==> config.mk <==
export PLATFORM = sky130hd
export DESIGN_NAME = thermctl_top
export DESIGN_NICKNAME = d
export VERILOG_FILES = /design/src/rtl/thermctl_pkg.sv /design/src/rtl/thermctl_pin_io.sv /design/src/rtl/thermctl_duty.sv /design/src/rtl/thermctl_policy.sv /design/src/rtl/thermctl_top.sv
export SDC_FILE = /design/constraint.sdc
export NUM_CORES = 1
export LEC_CHECK = 0
export ABC_AREA = 0
export BUFFER_PORTS_ARGS = -buffer_cell sky130_fd_sc_hd__buf_2
export CORE_AREA = 2 2 39 41
export CTS_CLUSTER_DIAMETER = 120
export CTS_CLUSTER_SIZE = 12
export DETAILED_ROUTE_END_ITERATION = 7
export DIE_AREA = 0 0 41 43
export HOLD_SLACK_MARGIN = 0.12
export PLACE_DENSITY = 0.81
export SETUP_SLACK_MARGIN = 0.4
export SYNTH_ARGS = -nofsm -noshare
export SYNTH_HDL_FRONTEND = slang
export SYNTH_SLANG_ARGS = --single-unit
==> constraint.sdc <==
create_clock -name clk -period 1.27 [get_ports clk]
set_input_delay 0.127 -clock clk [delete_from_list [all_inputs] [get_ports clk]]
set_output_delay 0.127 -clock clk [all_outputs]
set_load 0.02 [all_outputs]
==> src/rtl/thermctl_pkg.sv <==
package thermctl_pkg;
  // Policy selection carried between the top and the policy unit
  typedef struct packed {
    logic duty;   // per-core clock duty gating
    logic state;  // package-wide low performance-state request
  } tc_policy_t;
endpackage

==> src/rtl/thermctl_pin_io.sv <==
module thermctl_pin_io #(
  parameter int NUM_CORES   = 2,
  parameter int SYNC_STAGES = 2
) (
  input  logic                 clk,
  input  logic                 rst,
  input  logic [NUM_CORES-1:0] core_trip_i,
  input  logic                 pin_n_i,
  input  logic                 rise_en_i,
  input  logic                 fall_en_i,
  output logic                 drive_o,
  output logic                 pin_act_o,
  output logic                 irq_rise_o,
  output logic                 irq_fall_o
);
  logic [SYNC_STAGES-1:0] sync_q;
  logic                   last_q;

  // Open-drain pull-down: asserted whenever any core is hot
  always_ff @(posedge clk) begin
    if (rst) drive_o <= 1'b0;
    else     drive_o <= |core_trip_i;
  end

  // Synchronizer chain, bit 0 captures the inverted (active-high) pin
  generate
    if (SYNC_STAGES == 1) begin : g_one
      always_ff @(posedge clk) begin
        if (rst) sync_q <= '0;
        else     sync_q <= ~pin_n_i;
      end
    end else begin : g_chain
      always_ff @(posedge clk) begin
        if (rst) sync_q <= '0;
        else     sync_q <= {sync_q[SYNC_STAGES-2:0], ~pin_n_i};
      end
    end
  endgenerate

  assign pin_act_o = sync_q[SYNC_STAGES-1];

  // Edge detection and interrupt pulses
  always_ff @(posedge clk) begin
    if (rst) begin
      last_q     <= 1'b0;
      irq_rise_o <= 1'b0;
      irq_fall_o <= 1'b0;
    end else begin
      last_q     <= pin_act_o;
      irq_rise_o <= rise_en_i &  pin_act_o & ~last_q;
      irq_fall_o <= fall_en_i & ~pin_act_o &  last_q;
    end
  end

  p_drive_on_trip_r1: assert property (@(posedge clk) disable iff (rst)
    (|core_trip_i) |=> drive_o);
  p_drive_off_idle_r1: assert property (@(posedge clk) disable iff (rst)
    !(|core_trip_i) |=> !drive_o);
  p_rise_single_r8: assert property (@(posedge clk) disable iff (rst)
    irq_rise_o |=> !irq_rise_o);
  p_rise_level_r8: assert property (@(posedge clk) disable iff (rst)
    irq_rise_o |-> $past(pin_act_o));
  p_fall_single_r9: assert property (@(posedge clk) disable iff (rst)
    irq_fall_o |=> !irq_fall_o);
  p_fall_level_r9: assert property (@(posedge clk) disable iff (rst)
    irq_fall_o |-> !$past(pin_act_o));
endmodule

==> src/rtl/thermctl_duty.sv <==
module thermctl_duty #(
  parameter int PERIOD = 8,
  localparam int CNT_W  = (PERIOD > 1) ? $clog2(PERIOD) : 1,
  localparam int DUTY_W = $clog2(PERIOD + 1)
) (
  input  logic              clk,
  input  logic              rst,
  input  logic [DUTY_W-1:0] duty_on_i,
  output logic              on_phase_o
);
  localparam logic [CNT_W-1:0] LAST = CNT_W'(PERIOD - 1);

  logic [CNT_W-1:0] cnt_q;

  // Free-running window counter, restarted by reset
  always_ff @(posedge clk) begin
    if (rst)                cnt_q <= '0;
    else if (cnt_q == LAST) cnt_q <= '0;
    else                    cnt_q <= cnt_q + 1'b1;
  end

  assign on_phase_o = {{(DUTY_W > CNT_W ? 1 : CNT_W - DUTY_W + 1){1'b0}}, cnt_q}
                      < {{(CNT_W >= DUTY_W ? 1 : DUTY_W - CNT_W + 1){1'b0}}, duty_on_i};

  p_cnt_wrap_r4: assert property (@(posedge clk) disable iff (rst)
    (cnt_q == LAST) |=> (cnt_q == '0));
  p_full_duty_r4: assert property (@(posedge clk) disable iff (rst)
    (int'(duty_on_i) >= PERIOD) |-> on_phase_o);
endmodule

==> src/rtl/thermctl_policy.sv <==
module thermctl_policy
  import thermctl_pkg::*;
#(
  parameter int NUM_CORES = 2
) (
  input  logic                 clk,
  input  logic                 rst,
  input  logic                 pin_act_i,
  input  logic [NUM_CORES-1:0] core_trip_i,
  input  tc_policy_t           policy_i,
  input  logic                 ack_i,
  input  logic                 on_phase_i,
  output logic [NUM_CORES-1:0] clk_en_o,
  output logic                 req_o
);
  logic [NUM_CORES-1:0] trip_q;
  logic [NUM_CORES-1:0] hot_mask;
  logic                 acked_q;
  logic                 gate_active;

  always_ff @(posedge clk) begin
    if (rst) begin
      trip_q  <= '0;
      req_o   <= 1'b0;
      acked_q <= 1'b0;
    end else begin
      trip_q  <= core_trip_i;
      req_o   <= policy_i.state & pin_act_i;
      acked_q <= req_o & (acked_q | ack_i);
    end
  end

  // No core identified as hot means the pin was pulled from outside
  assign hot_mask    = (|trip_q) ? trip_q : '1;
  assign gate_active = pin_act_i & policy_i.duty & (~policy_i.state | acked_q);

  generate
    for (genvar c = 0; c < NUM_CORES; c++) begin : g_core
      always_ff @(posedge clk) begin
        if (rst) clk_en_o[c] <= 1'b1;
        else     clk_en_o[c] <= ~(gate_active & hot_mask[c] & ~on_phase_i);
      end
    end
  endgenerate

  p_no_policy_r3: assert property (@(posedge clk) disable iff (rst)
    (!policy_i.duty && !policy_i.state) |=> (clk_en_o == '1 && !req_o));
  p_req_needs_state_r6: assert property (@(posedge clk) disable iff (rst)
    req_o |-> $past(policy_i.state && pin_act_i));
  p_hold_off_r7: assert property (@(posedge clk) disable iff (rst)
    (policy_i.state && !acked_q) |=> (clk_en_o == '1));
  p_ext_both_r5: assert property (@(posedge clk) disable iff (rst)
    (pin_act_i && policy_i.duty && !policy_i.state && trip_q == '0 && !on_phase_i)
    |=> (clk_en_o == '0));
endmodule

==> src/rtl/thermctl_top.sv <==
module thermctl_top
  import thermctl_pkg::*;
#(
  parameter int NUM_CORES   = 2,
  parameter int PERIOD      = 8,
  parameter int SYNC_STAGES = 2,
  localparam int DUTY_W     = $clog2(PERIOD + 1)
) (
  input  logic                 clk,
  input  logic                 rst,
  input  logic [NUM_CORES-1:0] core_trip_i,
  input  logic                 hot_pin_n_i,
  input  logic                 duty_en_i,
  input  logic                 state_en_i,
  input  logic [DUTY_W-1:0]    duty_on_i,
  input  logic                 pstate_ack_i,
  input  logic                 irq_assert_en_i,
  input  logic                 irq_deassert_en_i,
  output logic                 pin_drive_o,
  output logic [NUM_CORES-1:0] core_clk_en_o,
  output logic                 pstate_req_o,
  output logic                 irq_assert_o,
  output logic                 irq_deassert_o
);
  logic       pin_act;
  logic       on_phase;
  tc_policy_t policy;

  assign policy.duty  = duty_en_i;
  assign policy.state = state_en_i;

  thermctl_pin_io #(.NUM_CORES(NUM_CORES), .SYNC_STAGES(SYNC_STAGES)) i_pin (
    .clk(clk), .rst(rst), .core_trip_i(core_trip_i), .pin_n_i(hot_pin_n_i),
    .rise_en_i(irq_assert_en_i), .fall_en_i(irq_deassert_en_i),
    .drive_o(pin_drive_o), .pin_act_o(pin_act),
    .irq_rise_o(irq_assert_o), .irq_fall_o(irq_deassert_o));

  thermctl_duty #(.PERIOD(PERIOD)) i_duty (
    .clk(clk), .rst(rst), .duty_on_i(duty_on_i), .on_phase_o(on_phase));

  thermctl_policy #(.NUM_CORES(NUM_CORES)) i_policy (
    .clk(clk), .rst(rst), .pin_act_i(pin_act), .core_trip_i(core_trip_i),
    .policy_i(policy), .ack_i(pstate_ack_i), .on_phase_i(on_phase),
    .clk_en_o(core_clk_en_o), .req_o(pstate_req_o));

  p_reset_state_r10: assert property (@(posedge clk)
    $past(rst) |-> (!pin_drive_o && core_clk_en_o == '1 && !pstate_req_o
                    && !irq_assert_o && !irq_deassert_o));
endmodule

==> flow_summary.json <==
{
  "endpoint_kind": "flip-flop",
  "fp.dieArea_sq_um": 1760,
  "grt_max_degree": 11,
  "cts_root_buf": "clkbuf_4",
  "num_vias": 441,
  "cts_tree": "done",
  "slew_violations": 0,
  "die_w_um": 41,
  "netlist_area_sq_um": 557,
  "setup_viol": 0,
  "synth_top_area_frac": 0.539,
  "p_leak_nw": 0.394,
  "core_area_sq_um": 1380,
  "cp.required_ps": 1440,
  "drt_iter0_markers": 7,
  "synth.largest_area_cell": "dfxtp_1",
  "antenna_cells": 0,
  "status": "finished, final reports clean",
  "swShare": 0.238,
  "yosysMostFrequentCell": "dfxtp_1",
  "clock_latency_ps": 280,
  "setup_ws_ps": 203,
  "synthCells": 47,
  "grt-ovfl-total": 0,
  "power_density_nw_per_um2": 1030,
  "yosys-top-cells-count": "dfxtp_1 (15), ha_1 (4)",
  "numCtsBuffers": 3,
  "ioPinCount": 20,
  "max-vdd-ir-drop_mv": 0.517,
  "ys_seq_area_frac": 0.539,
  "worst_pin_slew_ps": 266,
  "port_buffers": 19,
  "crit-reg2reg-launch": "i_duty.cnt_q[2]",
  "place_congestion": 0.619,
  "clkSlewWorstSetupHoldPaths_ps": 90,
  "wl_um": 1120,
  "worst_hold_slack_ps": 150,
  "ff2ff_path_depth": 4,
  "track_usage": 0.151,
  "hpwl_um": 689,
  "period_minus_slack_ps": 1070,
  "reg2reg_slack_ps": 200,
  "hold_violations": 0,
  "timing.final.crit_share": 0.840,
  "fin_nets": 97,
  "start_util": 0.402,
  "worstPathArrival_ps": 1240,
  "synth_area_per_cell_sq_um": 11.8,
  "cts.sinks": 15,
  "clk_path_buf_depth": 2,
  "critical_path_class": "reg -> reg",
  "fmax_ghz": 0.937,
  "final_cells": 94,
  "grt_pass1_wl_um": 1670,
  "rsz0062_at_grt": "true",
  "synth.area.top_cells": "dfxtp_1 (54%), ha_1 (9.0%), nor4b_4 (4.3%), nor3b_1 (4.0%), nand2b_1 (3.4%)",
  "drv_cap": 0,
  "yosys_warnings": 0,
  "r2r-end": "i_policy.clk_en_o[1]",
  "die_h_um": 43,
  "wl_per_cell_um": 11.9,
  "yosysUniqueCellTypes": 19,
  "vias_per_cell": 4.69,
  "synth_nets": 65,
  "antenna_found_initial": 0,
  "async_flop_share": 0,
  "power_frac_clock": 0.294,
  "remaining_drc_errors": 0,
  "grt_pass1_vias": 393,
  "ys_ff_latch": 15,
  "p_int_mw": 0.691,
  "hold_path_end": "i_policy.clk_en_o[0]",
  "slew-limit-headroom": 0.823,
  "firstDrtPassIters": 4,
  "drive_gt1_frac": 0.590,
  "preCtsSetupSlack_ps": 193,
  "min-delay-start": "duty_en_i",
  "dp.cells": 81,
  "worst-path-max-fanout": 2,
  "power.switching_mw": 0.216,
  "antenna_left": 0,
  "cp-start-kind": "flip-flop",
  "fin_worst_skew_ps": 9.44,
  "ys.flop_type": "dfxtp_1",
  "worstHoldPathCells": 4,
  "fin_total_pwr_mw": 0.907,
  "area_growth_pct": 58.9,
  "combPwrFrac": 0.149,
  "synth_edf_count": 0,
  "htreeDepth": 1,
  "hold_class": "in -> reg",
  "seq_power_share": 0.557,
  "rows": 14,
  "setup-tns-final_ps": 0
}
==> logic make-up after synthesis <==
group | count (synthesis) | share of synthesized area
DFF | 15 | 0.539
adders and majority gates | 4 | 0.0899
and+or+nand+nor | 24 | 0.321
buffers and inverters | 3 | 0.0337
AOI/OAI and AO/OA | 1 | 0.0157
==> state kept, by name, summed over array words and instances, names as in the netlist <==
name,cells
i_policy.acked_q,1
i_policy.req_o,1
i_pin.drive_o,1
i_pin.irq_fall_o,1
i_policy.trip_q,2
i_duty.cnt_q,3
i_pin.last_q,1
i_policy.clk_en_o,2
i_pin.sync_q,2
i_pin.irq_rise_o,1
==> worst max path at each step <==
stage | start | endpoint | slack, ps | cells after the start
finish | i_duty.cnt_q[2] | i_policy.clk_en_o[1] | 200 | 4
global route | i_duty.cnt_q[2] | i_policy.clk_en_o[1] | 120 | 4
CTS | i_duty.cnt_q[2] | i_policy.clk_en_o[1] | 190 | 4
detailed placement | i_duty.cnt_q[2] | i_policy.clk_en_o[1] | 190 | 4
global placement | i_duty.cnt_q[2] | i_policy.clk_en_o[0] | 240 | 4
floorplan | i_duty.cnt_q[2] | i_policy.clk_en_o[0] | 250 | 4
==> cells in the final DEF (no fill, tap or decap), types with 2 or more instances in the layout <==
cell type	count
ha_4	3
clkbuf_4	3
dlygate4sd3_1	7
buf_2	13
buf_4	2
dfxtp_2	7
nand3_1	2
buf_6	6
dfxtp_1	7
nor2b_1	3
nor2_1	2
nand2b_1	3
inv_1	2
nor3b_2	2
==> through the flow <==
stage	util	area [sq um]
2_1_floorplan	-	582
3_3_place_gp	0.495	686
3_5_place_dp	0.495	686
4_1_cts	0.628	870
5_1_grt	0.639	885
6_report	0.639	885
==> per-layer routing <==
layer | vias to the layer above | share of wire | wire length (um) | GRT usage
met1 | 203 | 0.37 | 416 | 0.154
met3 | 4 | 0.038 | 42 | 0.0314
met4 | 0 | 0.015 | 17 | 0.120
li1 | 219 | - | - | -
met5 | - | 0 | 0 | 0
met2 | 15 | 0.57 | 640 | 0.244
==> cell type report <==
type                    instances  area [sq um]
flip-flops and latches         15           313
inverters                       2          7.51
fillers                       111           499
repair buffers                 28           218
clock inverters                 1          5.00
multi-input cells              29           299
clock buffers                   3          22.5
well taps                      16          20.0
==> worst max-delay path, cell delays in order (launching register included) <==
cell	delay, ps
dfxtp_2	340
ha_4	260
nor2_2	40
nor4b_4	220
nand3_1	110
==> power groups by stage <==
| stage | clock (mW) | combinational [mW] | sequential, mW |
|---|---|---|---|
| 3_5_place_dp | 0 | 0.0959 | 0.512 |
| 4_1_cts | 0.276 | 0.129 | 0.504 |
| 5_1_grt | 0.309 | 0.148 | 0.508 |
| 2_1_floorplan | 0 | 0.0599 | 0.515 |
| 6_report | 0.266 | 0.136 | 0.505 |
| 3_3_place_gp | 0 | 0.0912 | 0.511 |
==> what timing repair did <==
action | 4_1_cts | 5_1_grt
pin swaps | 5 | 1
endpoints found under the setup margin | 11 | 11
hold buffers | 7 | 0
buffers inserted | 2 | 0
hold endpoints to repair | 7 | 0
gates resized for setup | 20 | 5
Power figures use the tool's default switching activity.
